[config.mk]
export PLATFORM = sky130hd
export DESIGN_NAME = fp_status_ctrl
export DESIGN_NICKNAME = d
export VERILOG_FILES = /design/src/rtl/fp_pkg.sv /design/src/rtl/fp_prescaler.sv /design/src/rtl/fp_led_drive.sv /design/src/rtl/fp_sync2.sv /design/src/rtl/fp_status_ctrl.sv
export SDC_FILE = /design/constraint.sdc
export NUM_CORES = 1
export LEC_CHECK = 0
export ABC_AREA = 0
export BUFFER_PORTS_ARGS = -buffer_cell sky130_fd_sc_hd__buf_2
export CAP_MARGIN = 10
export CORE_MARGIN = 3
export CORE_UTILIZATION = 42
export DETAILED_ROUTE_END_ITERATION = 8
export GPL_TIMING_DRIVEN = 0
export PLACE_DENSITY = 0.67
export SETUP_SLACK_MARGIN = 0.1
export SLEW_MARGIN = 20
export SYNTH_ARGS = -nofsm -noshare
export SYNTH_HDL_FRONTEND = slang
export SYNTH_SLANG_ARGS = --single-unit
[constraint.sdc]
create_clock -name clk -period 2.5 [get_ports clk]
set_input_delay 0.125 -clock clk [delete_from_list [all_inputs] [get_ports clk]]
set_output_delay 0.125 -clock clk [all_outputs]
set_load 0.05 [all_outputs]
[src/rtl/fp_pkg.sv]
// Package: shared encodings for the front-panel indicator block.
// Assumes 8-bit registers; colour and blink codes are fixed by the host map.
package fp_pkg;
    localparam int REG_W   = 8;
    localparam int PHASE_W = 3;   // quarter-second ticks, 8 per 2 s period

    typedef enum logic [1:0] {
        COL_DARK   = 2'b00,
        COL_GREEN  = 2'b01,
        COL_RED    = 2'b10,
        COL_YELLOW = 2'b11
    } colour_e;

    typedef enum logic [1:0] {
        BLK_STEADY = 2'b00,
        BLK_SLOW   = 2'b01,   // 0.5 Hz
        BLK_MID    = 2'b10,   // 1 Hz
        BLK_FAST   = 2'b11    // 2 Hz
    } blink_e;
endpackage

[src/rtl/fp_prescaler.sv]
// Module: free-running blink time base.
// Produces a phase count that advances every CLK_HZ/4 cycles (a quarter second).
// Assumes CLK_HZ >= 4; nothing but reset restarts it.
module fp_prescaler #(
    parameter int CLK_HZ  = 50_000_000,
    parameter int PHASE_W = 3
) (
    input  logic               clk,
    input  logic               rst_n,
    output logic [PHASE_W-1:0] phase
);
    localparam int QTR   = (CLK_HZ / 4 < 1) ? 1 : CLK_HZ / 4;
    localparam int CNT_W = (QTR > 1) ? $clog2(QTR) : 1;

    logic [CNT_W-1:0] cnt;

    // Count cycles within a quarter second and step the phase at the wrap.
    always_ff @(posedge clk) begin
        if (!rst_n) begin
            cnt   <= '0;
            phase <= '0;
        end else if (cnt == CNT_W'(QTR - 1)) begin
            cnt   <= '0;
            phase <= phase + 1'b1;
        end else begin
            cnt <= cnt + 1'b1;
        end
    end
endmodule

[src/rtl/fp_led_drive.sv]
// Module: converts one LED register into red/green drive.
// Purely combinational; assumes phase comes from the shared prescaler.
// Bits 7:4 of the register are not looked at.
module fp_led_drive
    import fp_pkg::*;
(
    input  logic [3:0]         cfg,
    input  logic [PHASE_W-1:0] phase,
    output logic               red,
    output logic               grn
);
    colour_e colour;
    blink_e  blink;
    logic    lit;

    assign colour = colour_e'(cfg[1:0]);
    assign blink  = blink_e'(cfg[3:2]);

    // Decide whether the current phase is a lit half for the chosen rate.
    always_comb begin
        unique case (blink)
            BLK_STEADY: lit = 1'b1;
            BLK_SLOW:   lit = ~phase[2];
            BLK_MID:    lit = ~phase[1];
            BLK_FAST:   lit = ~phase[0];
        endcase
    end

    // Gate the colour onto the two drive lines.
    always_comb begin
        red = lit && (colour == COL_RED   || colour == COL_YELLOW);
        grn = lit && (colour == COL_GREEN || colour == COL_YELLOW);
    end
endmodule

[src/rtl/fp_sync2.sv]
// Module: two-flop synchroniser for a slow asynchronous bus.
// Assumes the input changes rarely (a hand-turned switch), so bits need no grouping.
module fp_sync2 #(
    parameter int W = 4
) (
    input  logic         clk,
    input  logic         rst_n,
    input  logic [W-1:0] d,
    output logic [W-1:0] q
);
    logic [W-1:0] meta;

    // Shift the input through two flops.
    always_ff @(posedge clk) begin
        if (!rst_n) begin
            meta <= '0;
            q    <= '0;
        end else begin
            meta <= d;
            q    <= meta;
        end
    end
endmodule

[src/rtl/fp_status_ctrl.sv]
// Module: front-panel indicator register block (top).
// Holds NUM_LED LED registers, a segment register and a read-only switch port
// on a byte bus. LEDs are at addresses 0..NUM_LED-1, segments next, switch next.
// Assumes single-cycle strobes; read data is registered.
module fp_status_ctrl
    import fp_pkg::*;
#(
    parameter int CLK_HZ  = 50_000_000,
    parameter int ADDR_W  = 3,
    parameter int NUM_LED = 2
) (
    input  logic               clk,
    input  logic               rst_n,
    input  logic               wr_en,
    input  logic               rd_en,
    input  logic [ADDR_W-1:0]  addr,
    input  logic [REG_W-1:0]   wdata,
    output logic [REG_W-1:0]   rdata,
    input  logic [3:0]         rot_sw,
    output logic [NUM_LED-1:0] led_red,
    output logic [NUM_LED-1:0] led_grn,
    output logic [6:0]         seg,
    output logic               seg_dp
);
    localparam int SEG_ADR = NUM_LED;
    localparam int ROT_ADR = NUM_LED + 1;

    logic [NUM_LED-1:0][REG_W-1:0] led_q;
    logic [REG_W-1:0]              seg_q;
    logic [PHASE_W-1:0]            blink_phase;
    logic [3:0]                    rot_s;
    logic [REG_W-1:0]              rd_mux;

    fp_prescaler #(.CLK_HZ(CLK_HZ), .PHASE_W(PHASE_W)) u_presc (
        .clk   (clk),
        .rst_n (rst_n),
        .phase (blink_phase)
    );

    fp_sync2 #(.W(4)) u_rot_sync (
        .clk   (clk),
        .rst_n (rst_n),
        .d     (rot_sw),
        .q     (rot_s)
    );

    for (genvar i = 0; i < NUM_LED; i++) begin : g_led
        // Store this LED's register on a write to its address.
        always_ff @(posedge clk) begin
            if (!rst_n)
                led_q[i] <= '0;
            else if (wr_en && addr == ADDR_W'(i))
                led_q[i] <= wdata;
        end

        fp_led_drive u_drv (
            .cfg   (led_q[i][3:0]),
            .phase (blink_phase),
            .red   (led_red[i]),
            .grn   (led_grn[i])
        );
    end

    // Store the segment register on a write to its address.
    always_ff @(posedge clk) begin
        if (!rst_n)
            seg_q <= '0;
        else if (wr_en && addr == ADDR_W'(SEG_ADR))
            seg_q <= wdata;
    end

    assign seg    = seg_q[6:0];
    assign seg_dp = seg_q[7];

    // Select read data by address; unmapped locations read zero.
    always_comb begin
        rd_mux = '0;
        for (int i = 0; i < NUM_LED; i++)
            if (addr == ADDR_W'(i)) rd_mux = led_q[i];
        if (addr == ADDR_W'(SEG_ADR)) rd_mux = seg_q;
        if (addr == ADDR_W'(ROT_ADR)) rd_mux = {4'b0000, rot_s};
    end

    // Capture read data when the read strobe is sampled.
    always_ff @(posedge clk) begin
        if (!rst_n)
            rdata <= '0;
        else if (rd_en)
            rdata <= rd_mux;
    end
endmodule

==> run_results.csv <==
group,metric,value,unit
status,result_of_the_run,"finished clean",
route,drt_iter0_markers,103,
global_routing,grt_overflow_total,0,
clocking,cts_max_path_buffers,2,
cells_and_area,final_layout_size_suffix_gt1_share,17.2,%
critical_path,worstPathRequired,2720,ps
critical_path,crit_buf_inv,1,
logic_synthesis,yosys_warnings,0,
route,route.detailed.wl_per_inst,13.0,um
critical_path,crit_path_max_fanout,10,
clocking,postCtsResizedCells,0,
clocking,post_cts_buffers,0,
clocking,cts.reportedPaths.clkPinSlew,70,ps
critical_path,worstSetupPathType,"flop to flop",
cells_and_area,antenna_cells_inserted,0,
global_routing,grt_pass1_vias,2491,
timing,setup_viol,0,
cells_and_area,finish.cell_count_without_fillers,504,
floorplan,initial_utilization,44.1,%
floorplan,io_pins,39,
logic_synthesis,postSynthRegisterBits,67,
placement,placement.io_buffers,38,
route,postRouteWirelength,6570,um
placement,gp_weighted_congestion,0.852,
global_routing,first_pass_grt_wire_length,11500,um
floorplan,placementRows,30,
worst_hold_path,timing.hold.worst.class,"primary input to flop",
placement,placed_instances,484,
route,dr_drc_count,0,
clocking,cts.sink_count,67,
critical_path,worst_path_largest_cell_delay,400,ps
floorplan,dieWidth,91.2,um
floorplan,die-area,0.00832,mm^2
logic_synthesis,cell_area_synth,0.00305,mm^2
floorplan,chipHeight,91.2,um
route,detailedRoute.firstPassIterationCount,4,
timing,worst_slew_margin_rel,27.9,%
global_routing,grt_antenna_before_repair,0,
power,power_per_cell_area,602,mW/mm^2
cells_and_area,syn2layout_area_growth,18.1,%
timing,min_period,2140,ps
global_routing,grt_use_total,16.8,%
clocking,clock_tree.htree_level_count,3,
critical_path,timing.critical_path.arrival,2360,ps
clocking,worstSkewPairLatency,340,ps
job,max_cap_violations,0,
timing,hold_slack,45.0,ps
logic_synthesis,ys_dominant_reg_cell,"sky130_fd_sc_hd__dfxtp_1",
route,vias,2546,
logic_synthesis,synth.avg_cell_area,8.71,um^2
logic_synthesis,synth_fp_nets,371,
logic_synthesis,netlist_top_cells_area,"sky130_fd_sc_hd__dfxtp_1, sky130_fd_sc_hd__mux2i_1, sky130_fd_sc_hd__nand2_1, sky130_fd_sc_hd__a21boi_0, sky130_fd_sc_hd__nor2b_1",
critical_path,worst_setup_path_start_kind,"flop",
logic_synthesis,synth_sequential_area_ratio,44.0,%
logic_synthesis,synth.top_cell.area_share,44.0,%
logic_synthesis,synth_async_sr_flop_share,0,%
timing,fin_skew,8.36,ps
clocking,cts_hold_buf,4,
critical_path,critical_path.endpoint_type,"flop",
floorplan,standard_cell_core_area,0.00691,mm^2
route,ant_nets,0,
cells_and_area,final_core_density,52.1,%
clocking,ctsRootBufferMaster,"sky130_fd_sc_hd__clkbuf_8",
global_routing,largest_net_degree_at_the_start_of_global_routing,13,
timing,rsz_0062_raised_after_global_routing,"no",
timing,achievable-frequency,0.467,GHz
route,vias_per_cell,5.05,
clocking,tritoncts,"built",
logic_synthesis,postSynthCellCount,350,
cells_and_area,final_common_cell,"sky130_fd_sc_hd__dfxtp_1",
timing,timing.final.hold_violations,0,
timing,setup-tns-final,0,ps
logic_synthesis,synthDominantAreaCellType,"sky130_fd_sc_hd__dfxtp_1",
critical_path,timing.critical_path.max_delay_family,"simple AND/OR/NAND/NOR gates",
critical_path,cp_cell_sequence,"ha_1 > and4_1 > nand4_1 > o31ai_2 > clkbuf_1 > nor2_1",
placement,dpl.hpwl,4690,um
cells_and_area,layout_common_cells,"sky130_fd_sc_hd__dfxtp_1, sky130_fd_sc_hd__nand2_1, sky130_fd_sc_hd__buf_2, sky130_fd_sc_hd__nor2_1, sky130_fd_sc_hd__nor2b_1",
timing,transition_time_of_the_tightest_slew_check_pin,1070,ps
timing,final_max_slew_viol_count,0,
clocking,cts_buffers,9,
power,ir_worst_vdd,0.356,mV
critical_path,critPathSlowestCell,"sky130_fd_sc_hd__o31ai_2",
timing,period_share,85.6,%
logic_synthesis,synth-edff-count,0,
cells_and_area,final_net_count,424,
power,total_leakage_power,1.31,nW
logic_synthesis,yosysUniqueCellTypes,40,
==> state kept, by name, summed over array words and instances (netlist names) <==
name / flops
led_q: 16
rdata: 8
seg_q: 8
u_presc.cnt: 24
u_presc.phase: 3
u_rot_sync.meta: 4
u_rot_sync.q: 4
==> layout make-up <==
| cell class | instances | area, um^2 |
|---|---|---|
| clock inverter | 6 | 63.8 |
| tap | 96 | 120 |
| fill | 701 | 3310 |
| timing repair buffer | 42 | 230 |
| clock buffer | 10 | 138 |
| multi-input combinational | 250 | 1550 |
| buffer | 23 | 120 |
| sequential | 67 | 1340 |
| inverter | 10 | 37.5 |
==> through the flow <==
step	worst slack, ps	power [mW]	cell area, um^2
global route	132	2.25	3600
floorplan	625	1.23	3050
CTS	327	2.19	3600
finish	360	2.17	3600
global placement	382	1.28	3360
detailed placement	333	1.28	3360
==> routing by layer <==
layer | vias to the layer above | global-route usage, % | share of wire [%]
met1 | 1193 | 21.5 | 48
met2 | 38 | 26.9 | 47
li1 | 1308 | - | -
met3 | 7 | 6.13 | 4.7
met4 | 0 | 4.65 | 1.0
met5 | - | 0 | 0
==> cells by family (layout without fill, tap and decap cells) <==
family,Yosys count,count (layout),synth area share (%)
adders and majority gates,2,2,0.821
muxes,21,21,6.98
DFF,67,67,44.0
AOI/OAI and AO/OA,65,65,13.5
xor gates and xnor gates,13,13,3.73
buffers and inverters,33,91,5.17
and+or+nand+nor,149,149,25.8
==> report_power, final <==
part | total (mW) | leakage, nW | internal [mW] | switching [mW]
clock network | 0.908 | 0.0987 | 0.487 | 0.421
logic | 0.158 | 0.666 | 0.0608 | 0.0969
registers | 1.10 | 0.543 | 1.09 | 0.0129
total | 2.17 | 1.31 | 1.64 | 0.530
==> path summary, 6_finish.rpt <==
path | from | end | slack [ps] | cells past startpoint
min | wdata[5] | led_q[5]$_SDFFE_PN0P_ | 40 | 3
max | u_presc.cnt[0]$_SDFF_PP0_ | u_presc.cnt[11]$_SDFF_PP0_ | 360 | 6
min reg2reg | u_rot_sync.meta[0]$_SDFF_PN0_ | u_rot_sync.q[0]$_SDFF_PN0_ | 430 | 1
max reg2reg | u_presc.cnt[0]$_SDFF_PP0_ | u_presc.cnt[11]$_SDFF_PP0_ | 360 | 6
==> worst min-delay path, stage by stage <==
cell                       delay, ps
sky130_fd_sc_hd__buf_2           110
sky130_fd_sc_hd__nand2_1          50
sky130_fd_sc_hd__a21boi_0         60
==> synth_stat cells (5+ instances only) <==
cell type	number
sky130_fd_sc_hd__nand4_1	6
sky130_fd_sc_hd__a21boi_0	19
sky130_fd_sc_hd__mux2i_1	19
sky130_fd_sc_hd__o31ai_1	5
sky130_fd_sc_hd__nand3_1	6
sky130_fd_sc_hd__a21oi_1	12
sky130_fd_sc_hd__nor2b_1	20
sky130_fd_sc_hd__and2_1	9
sky130_fd_sc_hd__o21ai_0	15
sky130_fd_sc_hd__nor2_1	27
sky130_fd_sc_hd__inv_1	10
sky130_fd_sc_hd__nand2b_1	5
sky130_fd_sc_hd__dfxtp_1	67
sky130_fd_sc_hd__nand2_1	44
sky130_fd_sc_hd__or3_1	5
sky130_fd_sc_hd__xnor2_1	9
sky130_fd_sc_hd__o22ai_1	8
sky130_fd_sc_hd__nor4_1	6
sky130_fd_sc_hd__clkbuf_1	15
Note: power is estimated with default switching activity, not from simulation.
